$ cat src/rtl/glyph_pkg.sv
package glyph_pkg;
  localparam int CODE_W   = 8;
  localparam int ROW_W    = 3;
  localparam int DOT_W    = 5;
  localparam int UCHARS   = 16;
  localparam int UC_W     = $clog2(UCHARS);
  localparam int UPAT_AW  = UC_W + ROW_W;
  localparam int DD_AW    = 7;
  localparam int BLINK_FR = 32;

  typedef enum logic {SRC_UPAT = 1'b0, SRC_ROM = 1'b1} glyph_src_e;
endpackage

$ cat src/rtl/upat_store.sv
module upat_store #(
  parameter int AW = 7,
  parameter int DW = 5
) (
  input  logic          clk,
  input  logic          rst_n,
  input  logic          wr_en,
  input  logic [AW-1:0] wr_rd_addr,
  input  logic [DW-1:0] wr_data,
  output logic [DW-1:0] host_q,
  input  logic [AW-1:0] disp_addr,
  output logic [DW-1:0] disp_dots
);
  localparam int DEPTH = 1 << AW;

  logic [DW-1:0] mem [DEPTH];
  logic [DW-1:0] host_d;

  always_ff @(posedge clk) begin
    if (wr_en) mem[wr_rd_addr] <= wr_data;
  end

  always_comb host_d = mem[wr_rd_addr];

  always_ff @(posedge clk or negedge rst_n) begin
    if (!rst_n) host_q <= '0;
    else        host_q <= host_d;
  end

  always_comb disp_dots = mem[disp_addr];

  p_write_lands_r8: assert property (@(posedge clk) disable iff (!rst_n)
    wr_en |=> mem[$past(wr_rd_addr)] == $past(wr_data));
endmodule

$ cat src/rtl/blink_gen.sv
module blink_gen #(
  parameter int FRAMES = 32
) (
  input  logic clk,
  input  logic rst_n,
  input  logic frame_tick,
  output logic phase
);
  localparam int CW = (FRAMES > 1) ? $clog2(FRAMES) : 1;
  localparam logic [CW-1:0] LAST = CW'(FRAMES - 1);

  logic [CW-1:0] cnt_q, cnt_d;
  logic          phase_d;

  always_comb begin
    cnt_d   = cnt_q;
    phase_d = phase;
    if (frame_tick) begin
      if (cnt_q == LAST) begin
        cnt_d   = '0;
        phase_d = ~phase;
      end else begin
        cnt_d = cnt_q + 1'b1;
      end
    end
  end

  always_ff @(posedge clk or negedge rst_n) begin
    if (!rst_n) begin
      cnt_q <= '0;
      phase <= 1'b0;
    end else begin
      cnt_q <= cnt_d;
      phase <= phase_d;
    end
  end

  p_phase_flip_r7: assert property (@(posedge clk) disable iff (!rst_n)
    (frame_tick && cnt_q == LAST) |=> phase != $past(phase));
  p_phase_hold_r7: assert property (@(posedge clk) disable iff (!rst_n)
    !(frame_tick && cnt_q == LAST) |=> phase == $past(phase));
endmodule

$ cat src/rtl/cursor_merge.sv
module cursor_merge #(
  parameter int DW = 5,
  parameter int RW = 3
) (
  input  logic [DW-1:0] base,
  input  logic [RW-1:0] row,
  input  logic          at_cursor,
  input  logic          ul_en,
  input  logic          blink_en,
  input  logic          phase,
  output logic [DW-1:0] merged
);
  localparam logic [RW-1:0] CUR_ROW = '1;

  logic ul_on, blk_on;

  always_comb begin
    ul_on  = at_cursor && ul_en && (row == CUR_ROW);
    blk_on = at_cursor && blink_en && phase;
    merged = base | {DW{ul_on | blk_on}};
  end
endmodule

$ cat src/rtl/glyph_row_fetch.sv
module glyph_row_fetch
  import glyph_pkg::*;
(
  input  logic              clk,
  input  logic              rst_n,
  input  logic [CODE_W-1:0] char_code,
  input  logic [ROW_W-1:0]  row_idx,
  input  logic [DD_AW-1:0]  cell_addr,
  input  logic [DD_AW-1:0]  ac_addr,
  input  logic              ac_in_upat,
  input  logic              ul_en,
  input  logic              blink_en,
  input  logic              frame_tick,
  output logic [CODE_W-1:0] rom_code,
  output logic [ROW_W-1:0]  rom_row,
  input  logic [DOT_W-1:0]  rom_dots,
  input  logic              h_wr,
  input  logic [UPAT_AW-1:0] h_addr,
  input  logic [DOT_W-1:0]  h_wdata,
  output logic [DOT_W-1:0]  h_rdata,
  output logic [DOT_W-1:0]  dots,
  output logic              blink_phase
);
  glyph_src_e       src;
  logic [UPAT_AW-1:0] disp_addr;
  logic [DOT_W-1:0] upat_dots, base, merged, dots_d;
  logic             at_cursor;

  always_comb begin
    rom_code  = char_code;
    rom_row   = row_idx;
    src       = (char_code[CODE_W-1:UC_W] == '0) ? SRC_UPAT : SRC_ROM;
    disp_addr = {char_code[UC_W-1:0], row_idx};
    at_cursor = (cell_addr == ac_addr) && !ac_in_upat;
  end

  upat_store #(.AW(UPAT_AW), .DW(DOT_W)) u_store (
    .clk        (clk),
    .rst_n      (rst_n),
    .wr_en      (h_wr),
    .wr_rd_addr (h_addr),
    .wr_data    (h_wdata),
    .host_q     (h_rdata),
    .disp_addr  (disp_addr),
    .disp_dots  (upat_dots)
  );

  blink_gen #(.FRAMES(BLINK_FR)) u_blink (
    .clk        (clk),
    .rst_n      (rst_n),
    .frame_tick (frame_tick),
    .phase      (blink_phase)
  );

  always_comb base = (src == SRC_UPAT) ? upat_dots : rom_dots;

  cursor_merge #(.DW(DOT_W), .RW(ROW_W)) u_cursor (
    .base      (base),
    .row       (row_idx),
    .at_cursor (at_cursor),
    .ul_en     (ul_en),
    .blink_en  (blink_en),
    .phase     (blink_phase),
    .merged    (merged)
  );

  always_comb dots_d = merged;

  always_ff @(posedge clk or negedge rst_n) begin
    if (!rst_n) dots <= '0;
    else        dots <= dots_d;
  end

  p_rom_path_r1: assert property (@(posedge clk) disable iff (!rst_n)
    (char_code[CODE_W-1:UC_W] != '0 && cell_addr != ac_addr) |=> dots == $past(rom_dots));
  p_upat_path_r2: assert property (@(posedge clk) disable iff (!rst_n)
    (char_code[CODE_W-1:UC_W] == '0 && cell_addr != ac_addr) |=> dots == $past(upat_dots));
  p_underline_r4: assert property (@(posedge clk) disable iff (!rst_n)
    (cell_addr == ac_addr && !ac_in_upat && ul_en && row_idx == '1) |=> dots == '1);
  p_blink_block_r5: assert property (@(posedge clk) disable iff (!rst_n)
    (cell_addr == ac_addr && !ac_in_upat && blink_en && blink_phase) |=> dots == '1);
  p_inhibit_r6: assert property (@(posedge clk) disable iff (!rst_n)
    ac_in_upat |=> dots == $past(base));
endmodule

$ cat config.mk
export PLATFORM = sky130hd
export DESIGN_NAME = glyph_row_fetch
export DESIGN_NICKNAME = d
export VERILOG_FILES = /design/src/rtl/glyph_pkg.sv /design/src/rtl/upat_store.sv /design/src/rtl/blink_gen.sv /design/src/rtl/cursor_merge.sv /design/src/rtl/glyph_row_fetch.sv
export SDC_FILE = /design/constraint.sdc
export NUM_CORES = 1
export LEC_CHECK = 0
export BUFFER_PORTS_ARGS = -buffer_cell sky130_fd_sc_hd__buf_2
export CAP_MARGIN = 20
export CORE_ASPECT_RATIO = 1.75
export CORE_UTILIZATION = 41
export DETAILED_ROUTE_END_ITERATION = 8
export SLEW_MARGIN = 0
export SYNTH_ARGS = -nofsm -noshare
export SYNTH_HDL_FRONTEND = slang
export SYNTH_SLANG_ARGS = --single-unit
export TNS_END_PERCENT = 50
$ cat constraint.sdc
create_clock -name clk -period 2.22 [get_ports clk]
set_input_delay 0.444 -clock clk [delete_from_list [all_inputs] [get_ports clk]]
set_output_delay 0.444 -clock clk [all_outputs]
set_load 0.02 [all_outputs]
==> reports/results.ini, run 1 <==
[outcome]
outcome = finished with violations
violations_in_the_final_reports = setup timing

[route]
detail_route.drc_violations = 0
drt_first_pass_iters = 5
routed_wire_length_um = 123000
ant_nets = 0
num_vias = 22700
dr.first_iter.drc_count = 2239
route.detailed.vias_per_inst = 6.24
wl_per_cell_um = 34.0

[cts]
cts_inserted_buffers = 58
tritoncts = done
worst_skew_pair.late_latency_ns = 0.66
cts.clk_slew.worst_paths_ns = 0.07
cts_htree_levels = 2
clock_sinks = 656
cts_root_buf = clkbuf_16
max-clock-path-buffers = 3

[logic_synthesis]
ys_dominant_reg_cell = edfxtp_1
synthCells = 2056
synth_cell_types = 66
ys_warn_count = 0
ys_seq_area_share_pct = 61.8
synth-xor-area-share_pct = 0.221
yosys_register_bits = 656
syn-cell-area_sq_um = 31700
synth-simple-area-share_pct = 5.80
yosys.area_share.adder_pct = 0.0788
area_fraction_in_compound_gates_after_synthesis_pct = 8.63
synth_top_family_by_area = multiplexers
synth_enable_flop_cells = 640
synthesis.nets = 2107
muxShareOfSynthArea_pct = 20.5
asyncSetResetFlopFracSynth_pct = 2.44
avgSynthCellArea_sq_um = 15.4

[layout]
syn2layout_area_growth_pct = 25.9
nNetsFinal = 2618
layout-drive-gt1-share_pct = 40.4
most-common-layout-cells = edfxtp_1 (640), buf_4 (496), mux2i_1 (224)
final_common_cell = edfxtp_1
layout.area.seq_sq_um = 19600
filler_cell_count = 6388
multi_input_combinational_cell_area_sq_um = 11800

[place]
place.gp.congestion = 1.03
dpl.hpwl_um = 92600
port-buffer-count = 70

[floorplan]
die_area_sq_um = 78600
floorplan.initialDensity_pct = 41.5
coreArea_sq_um = 76500
std_cell_rows = 134
die-width_um = 212
ioPinCount = 71
die_height_um = 370

[run]
max_capacitance_violation_total = 0

[global_routing]
largest_net_degree_at_the_start_of_global_routing = 128
grtUsageTotal_pct = 31.6
antenna_violations_before_repair = 6
globalRoute.totalOverflow = 0
global_route_wire_length_before_repair_um = 173000
first_global_vias = 24000

[power_and_ir_drop]
finalPower_mw = 27.6
clock_power_share_pct = 37.6
internal_power_consumption_mw = 20.7
switching_share_pct = 25.1
p_comb_share_pct = 12.5
power_leakage_nw = 14.2
worst_ir_drop_vdd_mv = 0.677
power.density_cell_area_nw_per_um2 = 690
netSwitchingPower_mw = 6.91
power.sequential.fraction_pct = 49.9

[sta]
layout_setup_ws_ns = -0.0198
maxClockFrequency_mhz = 446
finalSetupViolations = 4
grt_setup_unrepaired = true
period_needed_ns = 2.24
pins_over_slew_limit = 0
worst_hold_slack_ns = 0.0163
worst_pin_slew_ns = 0.918
maxSlewHeadroom_pct = 38.8
finalHoldViolCount = 0
final_min_period_over_clock_period_pct = 101
final.setup_skew_ns = 0.0471

[critical_path]
worst_ep_arrival_time_ns = 2.78
path_buf_inv = 2
crit_chain = mux4_2 > mux2i_1 > buf_4 > o22ai_1 > or3_4 > nor4_4 > buf_4 > o211ai_1
crit_path_end_kind = flop
critical-path-top-cell-by-count = buf_4
critical-path-max-stage-delay_ns = 0.50
crit_path_top_delay_cell = mux4_2
crit_path_max_fanout = 2
worstSetupPathType = flop to flop
worst_ep_required_time_ns = 2.76
setup.worst_path.start_class = flop
worst_path_dominant_cell_family = multiplexers

[worst_hold_path]
min-delay-path-class = input pin to flop

## what timing repair did
item | in CTS | in global routing
pin swaps | 13 | 7
resized for setup | 34 | 12
hold buffers | 2 | 0
buffers inserted | 1 | 3
endpoints found under the setup margin | 10 | 10
hold endpoints to repair | 17 | 0
gates cloned | 0 | 1
## power groups by stage
| stage | registers [mW] | logic, mW | clock network, mW |
|---|---|---|---|
| floorplan | 14.1 | 1.54 | 0 |
| global placement | 14.0 | 3.30 | 0 |
| detailed placement | 14.0 | 3.34 | 0 |
| CTS | 13.8 | 3.38 | 10.4 |
| global route | 13.8 | 3.56 | 10.8 |
| finish | 13.8 | 3.44 | 10.4 |
## per-layer routing
layer / up-vias / share of wire [%] / global-route usage, %
met1: 11600 / 33 / 32.8
met5: - / 0.025 / 0
li1: 9449 / - / -
met3: 445 / 6.2 / 4.81
met2: 1133 / 51 / 55.9
met4: 4 / 10 / 26.2
## synthesized netlist by cell type, drive strengths merged (5+ instances only)
master / number / area share [%]
nand3b: 5 / 0.12
xor2: 7 / 0.19
and3b: 6 / 0.17
mux4: 155 / 11
a221oi: 53 / 1.5
nor3: 14 / 0.22
o32ai: 6 / 0.17
a31oi: 10 / 0.20
a21oi: 52 / 0.82
and2: 12 / 0.24
inv: 5 / 0.059
o22ai: 33 / 0.65
buf: 104 / 2.1
nand2: 76 / 0.90
clkbuf: 69 / 0.82
o221ai: 12 / 0.33
o211ai: 13 / 0.31
a211oi: 12 / 0.28
dfrtp: 16 / 1.3
mux2i: 227 / 7.2
mux2: 67 / 2.4
o41ai: 5 / 0.14
o21ai: 32 / 0.50
o221a: 7 / 0.25
and3: 7 / 0.14
nor2b: 31 / 0.61
a22oi: 73 / 1.7
nor4: 11 / 0.22
nand4: 6 / 0.12
o2bb2ai: 6 / 0.17
nand2b: 13 / 0.26
nand3: 38 / 0.60
a22o: 9 / 0.25
nor2: 159 / 1.9
a221o: 14 / 0.44
edfxtp: 640 / 61
## kinds of logic after synthesis
| family | after synthesis |
|---|---|
| buffers and inverters | 178 |
| DFF | 656 |
| and+or+nand+nor | 393 |
| adders and majority gates | 2 |
| AOI/OAI and AO/OA | 370 |
| xor gates and xnor gates | 8 |
| muxes | 449 |
## worst min-delay path: stages
cell and delay [ns]:
buf_2 0.08, nand2_1 0.04, o211ai_1 0.07
## worst paths after layout
| check | start | end | slack [ns] | depth (start not counted) |
|---|---|---|---|---|
| max | u_store.mem[127][0]$_DFFE_PP_ | dots[0]$_DFF_PN0_ | -0.02 | 8 |
| min | rom_dots[2] | dots[2]$_DFF_PN0_ | 0.02 | 3 |
| max reg2reg | u_store.mem[127][0]$_DFFE_PP_ | dots[0]$_DFF_PN0_ | -0.02 | 8 |
| min reg2reg | u_blink.cnt_q[0]$_DFFE_PN0P_ | u_blink.cnt_q[0]$_DFFE_PN0P_ | 0.51 | 1 |
| max in group asynchronous | rst_n | u_store.host_q[2]$_DFF_PN0_ | 1.60 | 2 |
| min in group asynchronous | rst_n | dots[1]$_DFF_PN0_ | 0.28 | 2 |
## per-stage QoR
stage	utilization [%]	TNS, ns	instance area, sq um	cells	setup slack [ns]
5_1_grt	52.3	-0.483	40000	3630	-0.0918
4_1_cts	52.2	-0.0278	39900	3626	-0.0269
3_3_place_gp	49.5	-153.16	37800	3521	-1.03
2_1_floorplan	-	-48.27	32300	2056	-0.164
6_report	52.3	-0.0474	40000	3632	-0.0198
3_5_place_dp	49.5	-150.04	37800	3521	-1.08
## cell type report
cell class              count  area share [%]
diodes                      2          0.0125
clock buffers              61            3.66
clock inverters            42            1.07
inverters                   5          0.0469
multi-input cells        1222            29.6
flip-flops and latches    656            49.1
well taps                1020            3.19
repair buffers            624            13.4
## sequential cells by signal, indices dropped and copies added (netlist names)
signal	cells
u_blink.cnt_q	5
u_store.host_q	5
u_blink.phase	1
u_store.mem	640
dots	5
No activity file was read; power rests on OpenSTA's default activity.
==> run 2, diff against run 1 <==
- CTS_CLUSTER_DIAMETER: unset -> 60
- REMOVE_ABC_BUFFERS: unset -> 1
- SYNTH_HIERARCHICAL: unset -> 1
==> run 2 against run 1 <==
  * The flow still finishes with violations (setup timing)
  * Flip-flop and latch count did not move
  * Via count rose by 2.0%
  * Die area decreased by 1.9%
  * Largest power group unchanged
  * Clock power is 4% higher
  * Critical path depth is 1 lower
==> reports/results.ini, run 2 <==
[place]
place.gp.congestion = 1.04  ; +1.1%
dpl.hpwl_um = 101000  ; +8.6%
port-buffer-count = 70  ; unchanged
placed_cells_incl_taps = 3511  ; -0.28%

[global_routing]
globalRoute.totalOverflow = 0  ; unchanged
first_global_vias = 23500  ; -2.2%
global_route_wire_length_before_repair_um = 182000  ; +5.7%
largest_net_degree_at_the_start_of_global_routing = 129  ; +0.78%
grtUsageTotal_pct = 34.4  ; +2.8 points
antenna_violations_before_repair = 4  ; -2

[critical_path]
rrSetupSlack_ns = -0.86  ; -0.84 ns
crit_chain = mux4_2 > mux4_2 > mux4_2 > mux2_4 > mux2_4 > a31oi_1 > o21ai_1
worstSetupPathType = flop to flop
path_buf_inv = 0  ; -2
crit_path_top_delay_cell = mux4_2
crit_path_end_kind = flop
critical-path-max-stage-delay_ns = 0.59  ; +0.09 ns
crit_path_max_fanout = 2  ; unchanged
worst_ep_arrival_time_ns = 3.63  ; +0.85 ns
worst_path_dominant_cell_family = multiplexers
setup.worst_path.start_class = flop
critical-path-top-cell-by-count = mux4_2
worst_ep_required_time_ns = 2.77  ; about the same

[sta]
maxClockFrequency_mhz = 325  ; -27%
maxSlewHeadroom_pct = 49.4  ; +11 points
finalSetupViolations = 10  ; +6
grt_setup_unrepaired = true
period_needed_ns = 3.08  ; +0.837 ns
worst_hold_slack_ns = 0.0576  ; +0.0414 ns
finalHoldViolCount = 0  ; unchanged
final_min_period_over_clock_period_pct = 139  ; +38 points
worst_pin_slew_ns = 0.759  ; -0.159 ns
layout_setup_ws_ns = -0.857  ; -0.837 ns
final.setup_skew_ns = 0.0335  ; -0.0136 ns
pins_over_slew_limit = 0  ; unchanged

[logic_synthesis]
avgSynthCellArea_sq_um = 16.9  ; +9.3%
synth_enable_flop_cells = 640  ; unchanged
ys_dominant_reg_cell = edfxtp_1
synth.top_cell.area_share_pct = 61.7  ; +1.2 points
synth_area_leader = edfxtp_1
synth_cell_types = 66  ; unchanged
synthCells = 1846  ; -10%
ys_warn_count = 6  ; +6
asyncSetResetFlopFracSynth_pct = 2.44  ; unchanged
yosys_register_bits = 656  ; unchanged
yosys.cell_count.top_type = edfxtp_1
netlist_top_cells_area = edfxtp_1 (62%), mux4_2 (17%), mux2i_1 (3.0%)
ys_seq_area_share_pct = 63.0  ; +1.2 points
syn-cell-area_sq_um = 31200  ; -1.9%
synth_commonest_cells = edfxtp_1 (640), mux4_2 (238), nor2_1 (164)

[layout]
syn2layout_area_growth_pct = 30.1
nNetsFinal = 2618  ; unchanged
most-common-layout-cells = buf_4 (715), edfxtp_1 (640), mux4_2 (238)
layout-drive-gt1-share_pct = 47.8  ; +7.4 points
registers.top_by_ff_count = u_store/mem
post_layout_nonfiller_instances = 3630  ; -0.055%
antenna-diode-count = 0  ; -2
largest_register_ffs = 640  ; unchanged
final_common_cell = buf_4

[cts]
cts_root_buf = clkbuf_16
max-clock-path-buffers = 3  ; unchanged
cts_htree_levels = 2  ; unchanged
cts_inserted_buffers = 59  ; +1.7%
cts.clk_slew.worst_paths_ns = 0.07  ; about the same
tritoncts = done
clock_sinks = 656  ; unchanged
worst_skew_pair.late_latency_ns = 0.67  ; about the same

[power_and_ir_drop]
power.density_cell_area_nw_per_um2 = 690  ; about the same
power_leakage_nw = 14.6  ; +2.9%
worst_ir_drop_vdd_mv = 0.637  ; -5.9%

[floorplan]
coreArea_sq_um = 75200  ; -1.6%
die_area_sq_um = 77100  ; -1.9%
die-width_um = 210  ; -0.93%
ioPinCount = 71  ; unchanged
die_height_um = 367  ; -0.93%
floorplan.initialDensity_pct = 41.4  ; -0.11 points
std_cell_rows = 133  ; -0.75%

[route]
dr.first_iter.drc_count = 3084  ; +38%
detail_route.drc_violations = 0  ; unchanged
route.detailed.vias_per_inst = 6.37  ; +2.1%
wl_per_cell_um = 36.4  ; +7.2%
ant_nets = 0  ; unchanged
num_vias = 23100  ; +2.0%
drt_first_pass_iters = 6  ; +1
routed_wire_length_um = 132000  ; +7.2%

[worst_hold_path]
min-delay-path-class = input pin to flop

[outcome]
violations_in_the_final_reports = setup timing
outcome = finished with violations

[run]
max_capacitance_violation_total = 0  ; unchanged

-- run 2: cell count changes after synthesis, sizes merged, moves of 22 or more --
cell    change
nand2      -22
mux2i     -133
a221oi     +27
buf        -23
a21oi      -26
mux4       +83
a22oi      -29
-- run 2: cell type report --
| type | instances | area [sq um] |
|---|---|---|
| fillers | 6220 | 34700 |
| clock buffers | 62 | 1510 |
| clock inverters | 50 | 500 |
| well taps | 1012 | 1270 |
| multi-input cells | 1014 | 10900 |
| flip-flops and latches | 656 | 19600 |
| repair buffers | 830 | 6700 |
| inverters | 6 | 22.5 |
-- run 2: per-layer routing --
| metal | global-route usage, % | wire length, um | up-vias |
|---|---|---|---|
| li1 | - | - | 9181 |
| met4 | 27.2 | 13100 | 2 |
| met3 | 4.68 | 8790 | 504 |
| met1 | 37.8 | 43800 | 12000 |
| met5 | 0 | 11 | - |
| met2 | 59.5 | 66500 | 1486 |
-- run 2: kinds of logic (layout without fill, tap and decap cells) --
family / after synthesis / in the layout / synth area share (%)
muxes: 389 / 389 / 22.3
and+or+nand+nor: 292 / 292 / 4.18
xor gates and xnor gates: 8 / 8 / 0.225
DFF: 656 / 656 / 63.0
buffers and inverters: 176 / 948 / 2.49
adders and majority gates: 2 / 2 / 0.0803
AOI/OAI and AO/OA: 323 / 323 / 7.77
-- run 2: path summary, 6_finish.rpt --
kind	from	endpoint	cells past startpoint
min in group asynchronous	rst_n	dots[0]$_DFF_PN0_	2
max in group asynchronous	rst_n	u_blink/cnt_q[4]$_DFFE_PN0P_	2
min reg2reg	u_blink/cnt_q[4]$_DFFE_PN0P_	u_blink/cnt_q[4]$_DFFE_PN0P_	1
max	u_store/mem[104][3]$_DFFE_PP_	dots[3]$_DFF_PN0_	7
max reg2reg	u_store/mem[104][3]$_DFFE_PP_	dots[3]$_DFF_PN0_	7
min	h_wdata[1]	u_store/mem[10][1]$_DFFE_PP_	1
-- run 2: worst reg2reg max path, stage by stage (launching register included) --
cell      delay, ns
edfxtp_1       0.51
mux4_2         0.50
mux4_2         0.58
mux4_2         0.60
mux2_4         0.30
mux2_4         0.26
a31oi_1        0.14
o21ai_1        0.09
-- run 2: what timing repair did --
action | 4_1_cts | 5_1_grt
pin swaps | 2 | 1
gates resized for setup | 25 | 12
setup endpoints to repair | 10 | 10
hold buffers | 1 | 0
endpoints found under the hold margin | 16 | 0
cloned | 0 | 0
buffers inserted | 2 | 4
-- run 2: report_power, final --
part / internal, mW / leakage, nW / switching [mW]
clock: 5.82 / 0.966 / 4.96
combinational: 1.46 / 7.67 / 1.96
sequential: 13.7 / 5.94 / 0.0854
total: 21.0 / 14.6 / 7.00
-- run 2: metrics by stage --
stage                     cell area [sq um]  TNS, ns  util [%]  power, mW  worst slack [ns]
after floorplan                       30400   -55.15         -       15.2            -0.561
after global placement                38300  -174.48      51.0       17.3             -1.42
after detailed placement              38300  -180.51      51.0       17.3             -1.38
after CTS                             40500    -4.71      53.8       28.0            -0.798
after global routing                  40500    -5.07      53.9       28.5            -0.850
final                                 40500    -5.26      53.9       28.0            -0.857
